File: src/rtl/ofs_cfg_pkg.sv
package ofs_cfg_pkg;
  typedef enum logic [1:0] {
    SEL_OFS8  = 2'b00,
    SEL_OFS16 = 2'b01,
    SEL_OFS64 = 2'b10,
    SEL_PROG  = 2'b11
  } ofs_sel_e;

  // fixed offset for a select code, clipped to maxv
  function automatic int unsigned dflt_ofs(logic [1:0] sel, int unsigned maxv);
    int unsigned v;
    case (sel)
      SEL_OFS8:  v = 8;
      SEL_OFS16: v = 16;
      default:   v = 64;
    endcase
    return (v > maxv) ? maxv : v;
  endfunction
endpackage

File: src/rtl/ofs_cfg_mode.sv
module ofs_cfg_mode
  import ofs_cfg_pkg::*;
#(
  parameter int DEPTH = 256,
  localparam int AW = $clog2(DEPTH)
) (
  input  logic          clk_i,
  input  logic          rst_ni,
  input  logic          mrst_i,
  input  logic [1:0]    sel_i,
  input  logic          mode_i,
  output logic          prog_sel_o,
  output logic          ser_o,
  output logic [AW-1:0] dflt_o
);
  localparam int unsigned MAXV = DEPTH - 1;

  logic ser_q;

  always_ff @(posedge clk_i or negedge rst_ni) begin
    if (!rst_ni)     ser_q <= 1'b0;
    else if (mrst_i) ser_q <= mode_i;
  end

  assign prog_sel_o = (sel_i == SEL_PROG);
  assign ser_o      = ser_q;

  always_comb begin
    dflt_o = '0;
    case (sel_i)
      SEL_OFS8:  dflt_o = AW'(dflt_ofs(SEL_OFS8, MAXV));
      SEL_OFS16: dflt_o = AW'(dflt_ofs(SEL_OFS16, MAXV));
      SEL_OFS64: dflt_o = AW'(dflt_ofs(SEL_OFS64, MAXV));
      default:   dflt_o = '0;
    endcase
  end
endmodule

File: src/rtl/ofs_par_rx.sv
module ofs_par_rx #(
  parameter int DEPTH = 256,
  parameter int DW    = 36,
  localparam int AW = $clog2(DEPTH)
) (
  input  logic          en_i,
  input  logic [DW-1:0] data_i,
  output logic          vld_o,
  output logic [AW-1:0] word_o
);
  localparam logic [DW-1:0] MAX_DW = DW'(DEPTH - 1);
  localparam logic [AW-1:0] MAX_AW = AW'(DEPTH - 1);

  assign vld_o  = en_i;
  assign word_o = (data_i > MAX_DW) ? MAX_AW : data_i[AW-1:0];
endmodule

File: src/rtl/ofs_ser_rx.sv
module ofs_ser_rx #(
  parameter int DEPTH = 256,
  localparam int AW = $clog2(DEPTH),
  localparam int CW = $clog2(AW + 1)
) (
  input  logic          clk_i,
  input  logic          rst_ni,
  input  logic          clr_i,
  input  logic          en_i,
  input  logic          sd_i,
  output logic          vld_o,
  output logic [AW-1:0] word_o
);
  localparam logic [CW-1:0] LAST = CW'(AW - 1);

  logic [AW-1:0] sr_q;
  logic [CW-1:0] cnt_q;
  logic          last;

  assign last   = (cnt_q == LAST);
  assign word_o = {sd_i, sr_q[AW-1:1]};  // lsb-first: new bit enters at the top
  assign vld_o  = en_i & last;

  always_ff @(posedge clk_i or negedge rst_ni) begin
    if (!rst_ni) begin
      sr_q  <= '0;
      cnt_q <= '0;
    end else if (clr_i) begin
      sr_q  <= '0;
      cnt_q <= '0;
    end else if (en_i) begin
      sr_q  <= word_o;
      cnt_q <= last ? '0 : cnt_q + 1'b1;
    end
  end
endmodule

File: src/rtl/ofs_cfg_loader.sv
module ofs_cfg_loader
  import ofs_cfg_pkg::*;
#(
  parameter int DEPTH = 256,
  parameter int DW    = 36,
  localparam int AW = $clog2(DEPTH)
) (
  input  logic          clk_i,
  input  logic          rst_ni,
  input  logic          mrst_i,
  input  logic          prst_i,
  input  logic [1:0]    sel_i,
  input  logic          mode_i,
  input  logic          wr_en_i,
  input  logic [DW-1:0] data_i,
  input  logic          sd_i,
  output logic [AW-1:0] ae_ofs_o,
  output logic [AW-1:0] af_ofs_o,
  output logic          ready_o,
  output logic          wr_ok_o
);
  localparam logic [AW-1:0] RST_OFS = AW'(dflt_ofs(SEL_OFS8, DEPTH - 1));

  logic          prog_sel, ser_mode;
  logic [AW-1:0] dflt;
  logic          load_en;
  logic          par_vld, ser_vld, word_vld;
  logic [AW-1:0] par_word, ser_word, word;
  logic          ready_q, af_next_q;
  logic [AW-1:0] ae_q, af_q;

  ofs_cfg_mode #(.DEPTH(DEPTH)) u_mode (
    .clk_i      (clk_i),
    .rst_ni     (rst_ni),
    .mrst_i     (mrst_i),
    .sel_i      (sel_i),
    .mode_i     (mode_i),
    .prog_sel_o (prog_sel),
    .ser_o      (ser_mode),
    .dflt_o     (dflt)
  );

  assign load_en = wr_en_i & ~ready_q & ~mrst_i;

  ofs_par_rx #(.DEPTH(DEPTH), .DW(DW)) u_par (
    .en_i   (load_en & ~ser_mode),
    .data_i (data_i),
    .vld_o  (par_vld),
    .word_o (par_word)
  );

  ofs_ser_rx #(.DEPTH(DEPTH)) u_ser (
    .clk_i  (clk_i),
    .rst_ni (rst_ni),
    .clr_i  (mrst_i),
    .en_i   (load_en & ser_mode),
    .sd_i   (sd_i),
    .vld_o  (ser_vld),
    .word_o (ser_word)
  );

  assign word_vld = ser_mode ? ser_vld : par_vld;
  assign word     = ser_mode ? ser_word : par_word;

  always_ff @(posedge clk_i or negedge rst_ni) begin
    if (!rst_ni) begin
      ae_q      <= RST_OFS;
      af_q      <= RST_OFS;
      ready_q   <= 1'b1;
      af_next_q <= 1'b0;
    end else if (mrst_i) begin
      af_next_q <= 1'b0;
      ready_q   <= ~prog_sel;
      if (!prog_sel) begin
        ae_q <= dflt;
        af_q <= dflt;
      end
    end else if (word_vld) begin
      if (!af_next_q) begin
        ae_q      <= word;
        af_next_q <= 1'b1;
      end else begin
        af_q      <= word;
        af_next_q <= 1'b0;
        ready_q   <= 1'b1;
      end
    end
  end

  assign ae_ofs_o = ae_q;
  assign af_ofs_o = af_q;
  assign ready_o  = ready_q;
  assign wr_ok_o  = wr_en_i & ready_q & ~prst_i;
endmodule

File: config.mk
export PLATFORM = sky130hd
export DESIGN_NAME = ofs_cfg_loader
export DESIGN_NICKNAME = d
export VERILOG_FILES = /design/src/rtl/ofs_cfg_pkg.sv /design/src/rtl/ofs_cfg_mode.sv /design/src/rtl/ofs_par_rx.sv /design/src/rtl/ofs_ser_rx.sv /design/src/rtl/ofs_cfg_loader.sv
export SDC_FILE = /design/constraint.sdc
export NUM_CORES = 1
export LEC_CHECK = 0
export CORE_MARGIN = 2
export CORE_UTILIZATION = 44
export DETAILED_ROUTE_END_ITERATION = 8
export GPL_TIMING_DRIVEN = 0
export HOLD_SLACK_MARGIN = 0.03
export PLACE_DENSITY = 0.8
export SYNTH_ARGS = -nofsm -noshare
export SYNTH_HDL_FRONTEND = slang
export SYNTH_HIERARCHICAL = 1
export SYNTH_SLANG_ARGS = --single-unit
File: constraint.sdc
create_clock -name clk_i -period 3.2 [get_ports clk_i]
set_input_delay 0.64 -clock clk_i [delete_from_list [all_inputs] [get_ports clk_i]]
set_output_delay 0.64 -clock clk_i [all_outputs]
set_load 0.005 [all_outputs]
After elaboration in Yosys (flattened, before gate mapping) --
Index checks and enable logic that the tools add are counted.
Word-level totals: register bits 31, bits of input ports 45
Cells by class: add/sub/neg operators 1, $lt $le $gt $ge 1, equal/unequal tests 6, muxes and demuxes 22, bitwise operators 12, reduce and logical (&&, ||, !) cells 7
Operators with widths (count):
- 2-to-1 mux 8 bit | 11
- greater-than comparator 36 x 8 -> 1 bit (second input constant) | 1
- one-hot mux 7 bit (3 select lines) | 1
- 2-to-1 mux 4 bit | 3
- AND 1 bit | 7
- 2-to-1 mux 1 bit | 7
- AND reduction 3 bit | 2
- nonzero test 2 bit | 3
- inverter 1 bit | 5
- adder 4 x 1 -> 4 bit (second input constant) | 1
- == test 2 bit (second input constant) | 2
- == test 4 x 3 -> 1 bit (second input constant) | 1
- inequality test 2 bit (second input constant) | 2
- == test 2 x 1 -> 1 bit (second input constant) | 1
- zero test 2 bit | 1
- AND reduction 2 bit | 1

Longest topological paths before layout --
depth in word-level cells 8, mapped depth 8, gate-level depth less buffers 6

Cells and area by module --
Netlist, hierarchy kept.
Modules (own cells, without submodules):
- ofs_cfg_loader | instances 1, cells each 76, area an instance 898.4 um^2, sequential area each 454.2 um^2
- ofs_ser_rx | instances 1, cells each 42, area an instance 505.5 um^2, sequential area each 275.3 um^2
- ofs_par_rx | instances 1, cells each 28, area an instance 161.4 um^2, sequential area each 0.0 um^2
- ofs_cfg_mode | instances 1, cells each 12, area an instance 103.8 um^2, sequential area each 25.0 um^2

Worst setup path before layout --
OpenSTA, ideal clock, no wires.
path type input to register, from in mrst_i, to reg ae_q[0] (netlist: ae_ofs_o[0]), setup time 0.128 ns, arrival 2.649 ns, data required time 3.072 ns, path slack 0.424 ns, stages on the path 8, path buffers 3, cells stage by stage clkbuf_1 > nor4bb_1 > buf_6 > and4b_1 > mux2i_1 > o31a_1 > buf_2 > mux2_1
On the way: word-level cells in the longest chain between the ends 7, elaborated cells on any way between the ends 11
Ends and longest elaborated chain:
- start: declaration | line ofs_cfg_loader.sv:10 | input logic mrst_i,
- inverter 1 bit | line ofs_cfg_loader.sv:43 | assign load_en = wr_en_i & ~ready_q & ~mrst_i;
- AND 1 bit | line ofs_cfg_loader.sv:43
- AND 1 bit | line ofs_cfg_loader.sv:56 | .en_i (load_en & ser_mode),
- AND 1 bit | line ofs_ser_rx.sv:22 | assign vld_o = en_i & last;
- net ser_vld | line ofs_cfg_loader.sv:27 | logic par_vld, ser_vld, word_vld;
- 2-to-1 mux 1 bit | line ofs_cfg_loader.sv:62 | assign word_vld = ser_mode ? ser_vld : par_vld;
- nonzero test 2 bit (no source line)
- AND reduction 3 bit (no source line)
- end signal: assignment | line ofs_cfg_loader.sv:75 | ae_q <= dflt;
- end signal: assignment | line ofs_cfg_loader.sv:80 | ae_q <= word;
- end: declaration | line ofs_cfg_loader.sv:30 | logic [AW-1:0] ae_q, af_q;
The timed path passes the listed nets, and every way through them passes these cells. A chain may end at the register's enable or synchronous reset.

Worst setup path in the final report --
from in wr_en_i, to reg ae_q[1] (netlist: ae_ofs_o[1])
On the way: word-level cells in the longest chain between the ends 7, elaborated cells on any way between the ends 8
Ends and longest elaborated chain:
- start: declaration | line ofs_cfg_loader.sv:14 | input logic wr_en_i,
- AND 1 bit (2 in a row) | line ofs_cfg_loader.sv:43
- AND 1 bit | line ofs_cfg_loader.sv:56
- AND 1 bit | line ofs_ser_rx.sv:22
- net ser_vld | line ofs_cfg_loader.sv:27
- 2-to-1 mux 1 bit | line ofs_cfg_loader.sv:62
- nonzero test 2 bit (no source line)
- AND reduction 3 bit (no source line)
The timed path passes the listed nets, and every way through them passes these cells.

==> results list <==
- Register-to-Register Setup Slack: 0.66 ns
- Actual transition at the worst max-transition pin: 0.651 ns
- Clock latency at the later pin of the worst-skew pair: 0.28 ns
- Path category of the worst min-delay check: input port to asynchronous set/reset pin
- Slew margin rel.: 0.566
- The share of synthesized area in the top cell type comes to 0.405.
- Main combinational cell family by area after synthesis: multiplexers
- Counting flops with a built-in enable in the synthesized netlist gives 0.
- Sequential share of the synthesized area: 0.452
- Of all nets on the critical path, the largest fanout is 10.
* Worst Setup Path Type: input port to flip-flop
* Routability cong.: 0.766
* Leakage component of the power: 1.05 nW
- IO Pins: 63
- Unrepaired setup endpoints after global routing: no
- Setup slack on the critical path of the routed design comes to 0.410 ns.
* # clock sinks: 30
* Length of the first detailed-routing pass in iterations: 4
- Adder-cell share of the synthesized area: 0.00750
- In this run the post-CTS setup repair buffer count came out at 0.
- CTS Buf Count: 5
- Final Hold Vio Count: 0
- # rows: 22
- For this block, the initial DRC count from the detailed router was 100.
- Outcome: finished clean
- For this configuration, the core starts out at a cell density of 0.456.
* Number of H-tree branching levels: 2
- Via density per instance: 5.16
- Time the worst path needs with I/O delays and setup: 2.79 ns
- Final-report max-slew violation count: 0
- Cell variety after synth: 35
* Count of mapped cells out of synthesis: 158
- The worst setup path is launched from an input port.
* Maximum number of pins on one net before global-route repair: 31
- Fraction of layout cells with a size suffix above 1: 0.168
- At the worst endpoint, the arrival time is 2.95 ns.
* Height of the die: 65.6 µm
- Final hold analysis gives a worst-case slack of 0.381 ns.
- Routed length per placed instance: 12.7 µm
- Wire length reported by the detailed router: 3.57 mm
* Compound-cell area share of the yosys netlist: 0.0487
- Simple-gate share of the synthesized area: 0.202
- For this run, the total global-route usage over all layers was measured as 0.190.
* Maximum count of clock buffers along a single path: 2
* Final layout net count: 277
- Portion of the clock cycle consumed by the worst path in the final layout: 0.872
- Most area-consuming cells after synthesis: dfrtp_1, mux2i_1, mux2_1
- #FFs+latches synth: 30
* Core Box Area: 3660 µm²
- Post-route total power: 0.000998 W
- The biggest area contributor in the post-synthesis netlist is dfrtp_1.
* Remaining antenna violation count after routing: 0
* Layout fillers: 295
- For this run, asynchronously set or reset flops after synthesis account for 1.00.
- The total overflow left after global routing is 0.
* Average cell area after synthesis: 10.6 µm²
- Clock Pin Slew Worst Setup and Hold Paths: 0.06 ns
* Total of endpoints with negative setup slack in the final report: 0
- Compared with the post-synthesis result, the final layout area differs by 48.7%.
- The tree is rooted in a clkbuf_8.
* Number of global-route vias before repair: 1413
* Die span in x: 65.6 µm
* Xor/xnor cell area share of the yosys netlist: 0.00525
* Clock tree from TritonCTS: built
- Maximum clock skew at final layout: 0.00710 ns
- Hold bufs inserted after CTS: 0
- Setup TNS: 0 ns
* Worst VDD drop: 328 µV
- The number of antenna diodes in the final layout is 0.
- Total number of vias: 1444
- Initial antenna violation count: 0
- Max-cap violations in this run came to 0.
- Required time worst endpoint: 3.36 ns
- Netlist area before placement: 1670 µm²
- Remaining DRCs: 0
* Max Fclk: 358 MHz
- Yosys printed 6 warnings.
- For this design the ratio of total power to cell area is 402 nW/µm².
- STA classifies the critical path endpoint as a flip-flop.
- Total Die Area: 4300 µm²
* Port buffer count: 62
- Post-placement worst setup slack: -0.628 ns
- Of the post-synthesis cell area, the part taken by muxes is 0.226.
- The most used flip-flop cell after synthesis is dfrtp_1.
* Post-DP HPWL: 2.73 mm
- Global-route wire length before repair: 6.22 mm
Yosys cell counts, drive strengths merged, types with 3 or more instances:
cell type and number:
nand3 8, nor2b 5, o21ai 9, mux2 18, or4 3, clkbuf 4, nor4 4, mux2i 17
nand2 10, dfstp 3, nor3 3, buf 11, nor2 19, dfrtp 27
through the flow:
stage                     utilization  cells  area (µm²)
after CTS                       0.678    280        2480
final                           0.678    280        2480
after global placement          0.646    272        2360
after floorplan                     -    162        1680
after detailed placement        0.646    272        2360
after global routing            0.678    280        2480
power breakdown:
part           switching (W)  internal (W)
logic              0.0000776      0.000162
clock network       0.000142      0.000172
registers          0.0000219      0.000422
total               0.000242      0.000756
flip-flops by register name, indices dropped and copies added, names as in the netlist:
signal        count
af_ofs_o          8
ready_o           1
u_ser/cnt_q       4
u_ser/sr_q        7
af_next_q         1
ae_ofs_o          8
u_mode/ser_o      1
path summary, 6_finish.rpt:
kind | from | to | cells after the start
min in group clk_i | ae_ofs_o[1] | ae_ofs_o[1] | 1
min | rst_ni | u_ser/sr_q[5] | 1
max | wr_en_i | ae_ofs_o[1] | 8
max reg2reg | u_mode/ser_o | ae_ofs_o[1] | 8
max in group asynchronous | rst_ni | af_next_q | 1
min reg2reg | ae_ofs_o[1] | ae_ofs_o[1] | 1
final cells by class:
class / instances / area [µm²] / area share
buffer: 15 / 95.1 / 0.0383
multi-input combinational: 117 / 858 / 0.346
clock buffer: 6 / 82.6 / 0.0333
tap: 48 / 60.1 / 0.0242
sequential: 30 / 754 / 0.304
timing repair buffer: 62 / 618 / 0.249
clock inverter: 2 / 12.5 / 0.00504
cells in the final DEF, fill, tap and decap left out, drive strengths merged:
master and count:
conb 5, nor2b 5, nand2 10, ha 1, nor2 19, dfrtp 27, clkdlybuf4s50 60, nand2b 2
nand3 8, o21ai 9, clkinvlp 1, nor4 4, mux2i 17, xnor2 1, nor4bb 2, and2 1
and4 1, dlymetal6s2s 1, clkbuf 9, mux2 18, nand4 1, o31a 2, a21oi 1, or4 3
nor4b 1, buf 13, a21bo 1, clkinv 1, nand3b 1, dfstp 3, nor3 3, and4b 1
routing by layer:
metal  global-route usage  up-vias  wire, µm
met2                0.315       62      1710
met3               0.0634        7       284
met1                0.237      683      1520
li1                     -      692         -
met4               0.0547        0        52
met5                    0        -         0
critical path, stage by stage:
cell             delay, ns
clkdlybuf4s50_1       0.51
nor4bb_4              0.43
buf_6                 0.22
and4b_1               0.20
mux2i_1               0.17
o31a_1                0.28
buf_2                 0.18
mux2_1                0.32
logic make-up (layout without fill, tap and decap cells):
family | after synthesis | in the layout
simple gates | 62 | 62
mux | 35 | 35
flops | 30 | 30
buf+inv | 15 | 85
compound gates | 13 | 13
fa+ha+maj | 1 | 1
other cells | 1 | 5
xor+xnor | 1 | 1
what timing repair did:
action / in CTS / in global routing
endpoints found under the setup margin: 16 / 16
gates cloned: 0 / 0
resized for setup: 4 / 2
pin swaps: 0 / 1
Power figures use the tool's default switching activity.
